--- config.mk ---
export PLATFORM = sky130hd
export DESIGN_NAME = trig_pulse_gen
export DESIGN_NICKNAME = d
export VERILOG_FILES = /design/src/rtl/tpg_pkg.sv /design/src/rtl/tpg_sync_rise.sv /design/src/rtl/tpg_tick.sv /design/src/rtl/tpg_cfg.sv /design/src/rtl/tpg_core.sv /design/src/rtl/trig_pulse_gen.sv
export SDC_FILE = /design/constraint.sdc
export NUM_CORES = 1
export LEC_CHECK = 0
export ABC_AREA = 1
export BUFFER_PORTS_ARGS = -buffer_cell sky130_fd_sc_hd__buf_2
export CORE_ASPECT_RATIO = 1.1
export CORE_MARGIN = 2
export CORE_UTILIZATION = 45
export CTS_BUF_LIST = sky130_fd_sc_hd__clkbuf_4
export DETAILED_ROUTE_END_ITERATION = 6
export GPL_TIMING_DRIVEN = 0
export PLACE_DENSITY = 0.67
export SETUP_SLACK_MARGIN = 0.3
export SKIP_CTS_REPAIR_TIMING = 1
export SLEW_MARGIN = 20
export SYNTH_ARGS = -nofsm -noshare
export SYNTH_HDL_FRONTEND = slang
export SYNTH_HIERARCHICAL = 1
export SYNTH_SLANG_ARGS = --single-unit
--- constraint.sdc ---
create_clock -name clk_i -period 1.8 [get_ports clk_i]
set_input_delay 0.36 -clock clk_i [delete_from_list [all_inputs] [get_ports clk_i]]
set_output_delay 0.36 -clock clk_i [all_outputs]
set_load 0.02 [all_outputs]
--- src/rtl/tpg_pkg.sv ---
package tpg_pkg;
  typedef enum logic [1:0] {
    ST_IDLE  = 2'd0,
    ST_DELAY = 2'd1,
    ST_PULSE = 2'd2
  } tpg_state_e;

  // interrupt source codes
  localparam logic [1:0] IRQ_TRIG = 2'b00;
  localparam logic [1:0] IRQ_RISE = 2'b01;
  localparam logic [1:0] IRQ_FALL = 2'b10;

  localparam logic [1:0] ADDR_DELAY = 2'd0;
  localparam logic [1:0] ADDR_WIDTH = 2'd1;
  localparam logic [1:0] ADDR_CTRL  = 2'd2;
endpackage

--- src/rtl/tpg_sync_rise.sv ---
module tpg_sync_rise #(
  parameter int STAGES = 2
) (
  input  logic clk_i,
  input  logic rst_ni,
  input  logic async_i,
  output logic rise_o
);
  logic [STAGES-1:0] sync_q;
  logic              prev_q;

  always_ff @(posedge clk_i or negedge rst_ni) begin
    if (!rst_ni) begin
      sync_q <= '0;
      prev_q <= 1'b0;
    end else begin
      sync_q <= {sync_q[STAGES-2:0], async_i};
      prev_q <= sync_q[STAGES-1];
    end
  end

  assign rise_o = sync_q[STAGES-1] & ~prev_q;


  single_rise_chk: assert property (@(posedge clk_i) disable iff (!rst_ni)
    rise_o |=> !rise_o);
endmodule

--- src/rtl/tpg_tick.sv ---
module tpg_tick #(
  parameter int DIV = 250
) (
  input  logic clk_i,
  input  logic rst_ni,
  output logic tick_o
);
  generate
    if (DIV <= 1) begin : g_every
      assign tick_o = 1'b1;
    end else begin : g_div
      localparam int CW = $clog2(DIV);
      localparam logic [CW-1:0] LAST = CW'(DIV - 1);
      logic [CW-1:0] cnt_q;

      always_ff @(posedge clk_i or negedge rst_ni) begin
        if (!rst_ni)            cnt_q <= '0;
        else if (cnt_q == LAST) cnt_q <= '0;
        else                    cnt_q <= cnt_q + CW'(1);
      end

      assign tick_o = (cnt_q == LAST);


      tick_gap_chk: assert property (@(posedge clk_i) disable iff (!rst_ni)
        tick_o |=> !tick_o);
    end
  endgenerate
endmodule

--- src/rtl/tpg_cfg.sv ---
module tpg_cfg
  import tpg_pkg::*;
#(
  parameter int CNT_W = 16
) (
  input  logic             clk_i,
  input  logic             rst_ni,
  input  logic             wr_en_i,
  input  logic [1:0]       wr_addr_i,
  input  logic [CNT_W-1:0] wr_data_i,
  output logic [CNT_W-1:0] delay_o,
  output logic [CNT_W-1:0] width_o,
  output logic             ext_sel_o,
  output logic [1:0]       irq_sel_o
);
  always_ff @(posedge clk_i or negedge rst_ni) begin
    if (!rst_ni) begin
      delay_o   <= '0;
      width_o   <= '0;
      ext_sel_o <= 1'b0;
      irq_sel_o <= 2'b11;
    end else if (wr_en_i) begin
      case (wr_addr_i)
        ADDR_DELAY: delay_o <= wr_data_i;
        ADDR_WIDTH: width_o <= wr_data_i;
        ADDR_CTRL: begin
          ext_sel_o <= wr_data_i[0];
          irq_sel_o <= wr_data_i[2:1];
        end
        default: ;
      endcase
    end
  end


  cfg_hold_chk: assert property (@(posedge clk_i) disable iff (!rst_ni)
    !wr_en_i |=> $stable(delay_o) && $stable(width_o) && $stable(irq_sel_o));
endmodule

--- src/rtl/tpg_core.sv ---
module tpg_core
  import tpg_pkg::*;
#(
  parameter int CNT_W = 16
) (
  input  logic             clk_i,
  input  logic             rst_ni,
  input  logic             trig_i,
  input  logic             tick_i,
  input  logic [CNT_W-1:0] delay_i,
  input  logic [CNT_W-1:0] width_i,
  input  logic [1:0]       irq_sel_i,
  output logic             pulse_o,
  output logic             irq_o
);
  tpg_state_e       state_q, state_d;
  logic [CNT_W-1:0] cnt_q, cnt_d;
  logic [CNT_W-1:0] wid_q, wid_d;
  logic             irq_q, irq_d;

  always_comb begin
    state_d = state_q;
    cnt_d   = cnt_q;
    wid_d   = wid_q;
    irq_d   = 1'b0;
    case (state_q)
      ST_IDLE: if (trig_i) begin
        irq_d = (irq_sel_i == IRQ_TRIG);
        if (width_i != '0) begin
          state_d = ST_DELAY;
          cnt_d   = delay_i;
          wid_d   = width_i;
        end
      end
      ST_DELAY: if (tick_i) begin
        if (cnt_q == '0) begin
          state_d = ST_PULSE;
          cnt_d   = wid_q - CNT_W'(1);
          irq_d   = (irq_sel_i == IRQ_RISE);
        end else begin
          cnt_d = cnt_q - CNT_W'(1);
        end
      end
      ST_PULSE: if (tick_i) begin
        if (cnt_q == '0) begin
          state_d = ST_IDLE;
          irq_d   = (irq_sel_i == IRQ_FALL);
        end else begin
          cnt_d = cnt_q - CNT_W'(1);
        end
      end
      default: state_d = ST_IDLE;
    endcase
  end

  always_ff @(posedge clk_i or negedge rst_ni) begin
    if (!rst_ni) begin
      state_q <= ST_IDLE;
      cnt_q   <= '0;
      wid_q   <= '0;
      irq_q   <= 1'b0;
    end else begin
      state_q <= state_d;
      cnt_q   <= cnt_d;
      wid_q   <= wid_d;
      irq_q   <= irq_d;
    end
  end

  assign pulse_o = (state_q == ST_PULSE);
  assign irq_o   = irq_q;


  rise_on_tick_chk: assert property (@(posedge clk_i) disable iff (!rst_ni)
    $rose(pulse_o) |-> $past(tick_i) && $past(state_q == ST_DELAY));

  fall_on_last_chk: assert property (@(posedge clk_i) disable iff (!rst_ni)
    $fell(pulse_o) |-> $past(tick_i) && $past(cnt_q) == '0);

  zero_width_chk: assert property (@(posedge clk_i) disable iff (!rst_ni)
    (state_q == ST_IDLE && trig_i && width_i == '0) |=> state_q == ST_IDLE);

  busy_hold_chk: assert property (@(posedge clk_i) disable iff (!rst_ni)
    (state_q != ST_IDLE && !tick_i) |=> $stable(cnt_q) && $stable(state_q));

  width_bound_chk: assert property (@(posedge clk_i) disable iff (!rst_ni)
    (state_q == ST_PULSE) |-> cnt_q < wid_q);

  irq_single_chk: assert property (@(posedge clk_i) disable iff (!rst_ni)
    irq_o |=> !irq_o);
endmodule

--- src/rtl/trig_pulse_gen.sv ---
module trig_pulse_gen #(
  parameter int CNT_W       = 16,
  parameter int TICK_DIV    = 250,
  parameter int SYNC_STAGES = 2
) (
  input  logic             clk_i,
  input  logic             rst_ni,
  input  logic             trig_i,
  input  logic             ext_clk_i,
  input  logic             wr_en_i,
  input  logic [1:0]       wr_addr_i,
  input  logic [CNT_W-1:0] wr_data_i,
  output logic             pulse_o,
  output logic             irq_o
);
  logic             trig_rise, ext_rise, int_tick, tick;
  logic [CNT_W-1:0] delay, width;
  logic             ext_sel;
  logic [1:0]       irq_sel;

  tpg_sync_rise #(.STAGES(SYNC_STAGES)) u_trig_sync (
    .clk_i(clk_i), .rst_ni(rst_ni), .async_i(trig_i), .rise_o(trig_rise));

  tpg_sync_rise #(.STAGES(SYNC_STAGES)) u_ext_sync (
    .clk_i(clk_i), .rst_ni(rst_ni), .async_i(ext_clk_i), .rise_o(ext_rise));

  tpg_tick #(.DIV(TICK_DIV)) u_tick (
    .clk_i(clk_i), .rst_ni(rst_ni), .tick_o(int_tick));

  tpg_cfg #(.CNT_W(CNT_W)) u_cfg (
    .clk_i(clk_i), .rst_ni(rst_ni), .wr_en_i(wr_en_i), .wr_addr_i(wr_addr_i),
    .wr_data_i(wr_data_i), .delay_o(delay), .width_o(width),
    .ext_sel_o(ext_sel), .irq_sel_o(irq_sel));

  assign tick = ext_sel ? ext_rise : int_tick;

  tpg_core #(.CNT_W(CNT_W)) u_core (
    .clk_i(clk_i), .rst_ni(rst_ni), .trig_i(trig_rise), .tick_i(tick),
    .delay_i(delay), .width_i(width), .irq_sel_i(irq_sel),
    .pulse_o(pulse_o), .irq_o(irq_o));


  reset_quiet_chk: assert property (@(posedge clk_i)
    !rst_ni |=> !pulse_o && !irq_o);
endmodule

# Word-level counts from Yosys, hierarchy flattened
# Cells that the tools add are included.
[word_totals]
regBits = 84
in_bits = 23
output_inout_bits = 2
wordCells = 68
[classes]
addsub = 3
n_eq_ne = 14
mux = 22
bitwise_logic = 4
reduce_logical = 12
[op_table]
columns = ["op", "count"]
rows = [
  ["2-to-1 mux 16 bit", 6],
  ["one-hot mux 16 bit (3 select lines)", 1],
  ["subtractor 16 x 1 -> 16 bit (second input constant)", 2],
  ["logical NOT 16 bit", 1],
  ["nonzero test 16 bit", 1],
  ["2-to-1 mux 2 bit", 6],
  ["AND reduction 6 bit", 2],
  ["adder 8 x 1 -> 8 bit (second input constant)", 1],
  ["== test 8 bit (second input constant)", 1],
  ["2-to-1 mux 8 bit", 1],
  ["!= test 2 x 1 -> 1 bit (second input constant)", 4],
  ["== test 2 x 1 -> 1 bit (second input constant)", 3],
  ["== test 2 bit (second input constant)", 3],
  ["logical NOT 2 bit", 3],
  ["2-to-1 mux 1 bit", 6],
  ["!= test 2 bit (second input constant)", 3],
  ["one-hot mux 2 bit (3 select lines)", 1],
  ["AND reduction 2 bit", 3],
  ["one-hot mux 1 bit (3 select lines)", 1],
  ["AND reduction 3 bit", 1],
  ["nonzero test 3 bit", 1],
  ["AND 1 bit", 2],
  ["NOT 1 bit", 2],
]

# Logic depth before layout (Yosys ltp)
[logic_depth]
ltp_word = 5
ltp_mapped = 15
depth_no_buf = 14

# By module
# Netlist, hierarchy kept.
[by_module_without_submodules]
columns = ["module", "instances", "cells_each", "area_each_um2", "seq_area_each_um2"]
rows = [
  ["tpg_core", 1, 468, 2937.8, 875.8],
  ["tpg_cfg", 1, 156, 1475.2, 878.3],
  ["tpg_tick", 1, 50, 422.9, 200.2],
  ["tpg_sync_rise", 2, 5, 85.1, 75.1],
  ["trig_pulse_gen", 1, 4, 15.0, 0.0],
]

# Worst setup path after synthesis
# No wires, ideal clock.
[synth_path]
kind = "register to register"
start = "register u_core.state_q[0]"
end = "register u_core.cnt_q[6]"
setup_ps = 116
arrival_ps = 1691
required_time_ps = 1684
path_slack_ps = -8
stages_incl_launch_ff = 12
n_path_buf = 2
synth_period_minus_slack_ps = 1808
path_cell_list = "dfrtp_1 > inv_1 > ha_1 > buf_2 > inv_2 > o22ai_1 > nor2_2 > nand4_4 > buf_6 > nor2_1 > nand2_1 > nand2_1"
[synth_between]
elab_chain_cells = 3
word_cells_on_any_way = 11
cone_classes = "eq/ne: 7; mux: 1; reduce/logical: 3"
[synth_rtl]
columns = ["element", "line", "source"]
rows = [
  ["start: declaration", "tpg_core.sv:16", "tpg_state_e state_q, state_d;"],
  ["start signal: assignment", "tpg_core.sv:63", "state_q <= state_d;"],
  ["== test 2 bit *", "--", ""],
  ["named net pulse_o", "trig_pulse_gen.sv:13", "output logic pulse_o,"],
  ["!= test 2 bit (no source line), or another cell as far along", "--", ""],
  ["AND reduction 6 bit (no source line)", "--", ""],
  ["end signal: assignment", "tpg_core.sv:64", "cnt_q <= cnt_d;"],
  ["end: declaration", "tpg_core.sv:17", "logic [CNT_W-1:0] cnt_q, cnt_d;"],
]
# The timed path passes the listed nets; every way through them passes the cells marked *.
# A chain may end at the register's enable or synchronous reset.

# Worst setup path after layout
[layout_path]
start = "register u_tick.g_div.cnt_q[1]"
end = "register u_core.cnt_q[5]"
[layout_between]
elab_chain_cells = 4
word_cells_on_any_way = 5
cone_classes = "eq/ne: 3; mux: 1; reduce/logical: 1"
[layout_rtl]
columns = ["element", "line", "source"]
rows = [
  ["start: declaration", "tpg_tick.sv:14", "logic [CW-1:0] cnt_q;"],
  ["start signal: assignment", "tpg_tick.sv:19", "else cnt_q <= cnt_q + CW'(1);"],
  ["== test 8 bit *", "tpg_tick.sv:22", "assign tick_o = (cnt_q == LAST);"],
  ["named net int_tick", "trig_pulse_gen.sv:16", "logic trig_rise, ext_rise, int_tick, tick;"],
  ["2-to-1 mux 1 bit *", "trig_pulse_gen.sv:35", "assign tick = ext_sel ? ext_rise : int_tick;"],
  ["named net tick", "trig_pulse_gen.sv:16", ""],
  ["!= test 2 bit (no source line) or != test 2 x 1 -> 1 bit (tied branches)", "--", ""],
  ["AND reduction 6 bit (no source line) *", "--", ""],
]
# Marked as above.

==> results.txt <==
Status - finished, violations left
Failing checks - setup timing
Synth area leaders - dfrtp_1 (41%), nand2_1 (17%), nor2_1 (6.8%)
GPL Wtd Cong - 0.934
Clock power frac - 12.3%
Worst-path clk slew - 0.14 ns
Top FF cell, synth - dfrtp_1
Final Total Pwr - 9.19 mW
ANT cells - 0
Worst-margin pin slew - 0.533 ns
Area Overhead vs Synth - 20.9%
Post-synth top area share - 40.9%
Vert. Die Dim - 115 µm
Sw frac - 46.1%
Hold Crit Depth - 3
Initial DRT Pass Iterations - 5
Reg2reg path depth - 15
TritonCTS Buffers - 9
CTS Sinks - 84
Pint - 4.95 mW
Avg Synthesized Cell Area - 7.30 µm²
Worst Path Required - 2.15 ns
Layout cells sized above 1 - 23.8%
CTS tree - yes
Netlist cell types - 39
WL/cell - 13.6 µm
Drt first-iter violations - 206
Critical Path Sink Type - register
Type of origin of the critical path - register
Vias in the first global route - 4249
Crit Path Max Fanout - 6
WP data arrival - 2.38 ns
CTS HTree Levels - 3
Final #Nets - 786
Die footprint - 12000 µm²
Most common cell in the netlist - nand2_1
Mapped cell area - 5020 µm²
PortBufs - 23
Hold WC Path Type - in2reg
RSZ-0062 raised after global routing - yes
Total number of vias - 4537
Fin Clk Skew - 0.0148 ns
Sequential share of power - 32.2%
Peak Freq - 0.492 GHz
Setup slack after layout - -0.233 ns
FFs w/ async S/R, synth - 100%
Pleak - 3.12 nW
Reg2reg end - u_core/cnt_q[5]
Largest net degree at the start of global routing - 48
Worst R2R Start - u_tick/g_div.cnt_q[1]
Core area - 10900 µm²
NetSw - 4.23 mW
Slew Limit Headroom - 64.4%
Post-route ant nets - 0
First-pass GRT wire length - 19.5 mm
Placed inst area - 5370 µm²
HP Start - wr_data_i[15]
Max Cap Viol - 0
Pwr/cell area - 1510 nW/µm²
Pre-CTS setup slack - -0.262 ns
Root buffer cell - clkbuf_4
# IOs - 25
Clk_lat worst skew - 0.45 ns
Rows - 40
Overflow after GRT - 0
Mapped Nets - 720
DP Wirelength - 9.03 mm
Final Hold Slack - 0.156 ns
Final Hold Vio Count - 0
Number of synthesized register bits - 84
Post-synth EDFFs - 0
Yosys top cell by area - dfrtp_1
Layout fillers - 1061
CTS max path bufs - 2
Final Slew Violations - 0
Yosys warning count - 6
Final Core Density - 55.7%
# setup viols final - 18
Die Wd - 105 µm
Synthesized netlist cell count - 688
Seq/Total Area, Yosys - 41.9%
Peak VDD IR - 0.572 mV
Post-route cell area - 6070 µm²
Antenna violations before repair - 0
Period utilisation layout - 113%
Worst setup path class - reg2reg
Initial cell density of the core - 46.0%
WHS Endpoint - u_cfg/delay_o[15]
Most frequent cells after synthesis - nand2_1 (233), nor2_1 (91), dfrtp_1 (82)
Total track usage - 20.4%
Comb power frac - 55.6%
Fin crit period - 2.03 ns
DRT Wirelength - 12.3 mm
Drt via density - 5.01
Worst reg-to-reg setup slack - -0.23 ns
DRC viols - 0
-- worst max path at each step --
stage / startpoint / cells past startpoint / end / slack [ns]
floorplan: u_tick/g_div.cnt_q[1] / 15 / u_core/cnt_q[6] / 0.04
detailed placement: u_tick/g_div.cnt_q[1] / 15 / u_core/cnt_q[3] / -0.26
global placement: rst_ni / 1 / u_core/cnt_q[10] / -0.31
global route: u_tick/g_div.cnt_q[1] / 15 / u_core/cnt_q[11] / -0.32
finish: u_tick/g_div.cnt_q[1] / 15 / u_core/cnt_q[5] / -0.23
CTS: u_tick/g_div.cnt_q[1] / 15 / u_core/cnt_q[3] / -0.29
-- layout make-up --
cell class,count,area (µm²),area share [%]
plain buffers,24,214,3.52
clock buffers,11,82.6,1.36
clock inverters,5,60.1,0.989
inverters,63,244,4.02
multi-input cells,517,2730,45.0
flip-flops and latches,84,2100,34.7
well taps,147,184,3.03
repair buffers,55,450,7.42
-- layer usage --
metal | track usage, % | wire length [µm]
met5 | 0 | 0
met4 | 10.1 | 410
met3 | 3.00 | 419
met2 | 36.2 | 6230
met1 | 24.5 | 5260
-- cells by family after synthesis --
family | synth area share (%)
AND/OR/NAND/NOR | 40.4
adder cells (fa/ha/maj) | 2.24
XOR/XNOR | 2.44
flip-flops | 41.9
buffers and inverters | 8.15
multiplexers | 0.673
AO/OA/AOI/OAI | 4.21
-- critical path, stage by stage (launching register included) --
cell and delay (ns):
dfrtp_1 0.42, inv_1 0.07, ha_2 0.17, nand2_2 0.06
nor2_4 0.12, nand2_4 0.07, clkinv_4 0.07, nand2_4 0.05
nand2_4 0.07, o22ai_4 0.08, nor2_4 0.12, nand4_4 0.19
buf_12 0.20, clkbuf_16 0.16, nand2_4 0.05, nand2_2 0.04
-- sequential cells by signal, summed over array words and instances, names as in the netlist, 2 cells and up --
| register | cells |
|---|---|
| u_cfg/irq_sel_o | 2 |
| u_trig_sync/sync_q | 2 |
| u_core/state_q | 2 |
| u_core/wid_q | 16 |
| u_ext_sync/sync_q | 2 |
| u_tick/g_div.cnt_q | 8 |
| u_cfg/delay_o | 16 |
| u_core/cnt_q | 16 |
| u_cfg/width_o | 16 |
-- cells in the final DEF (no fill, tap or decap), types with 13 or more instances in the layout --
cell,instances
o21ai_0,14
nand3_1,65
nand2_2,19
buf_2,25
nor2_1,83
nor2_2,14
nand4_1,20
inv_1,50
clkbuf_4,13
dfrtp_1,82
nand2_1,214
buf_4,28
-- stage by stage --
stage	instances	setup TNS (ns)
floorplan	688	0
global placement	858	-27.34
detailed placement	859	-3.48
CTS	875	-3.93
global route	906	-5.19
finish	906	-3.33
-- power groups by stage --
stage	combinational, mW	sequential (mW)	clock [mW]
finish	5.10	2.96	1.13
global route	5.67	3.03	1.23
CTS	4.05	2.91	1.15
detailed placement	4.01	2.95	0
global placement	3.94	2.93	0
floorplan	3.19	2.80	0
(Power assumes the default switching activity.)
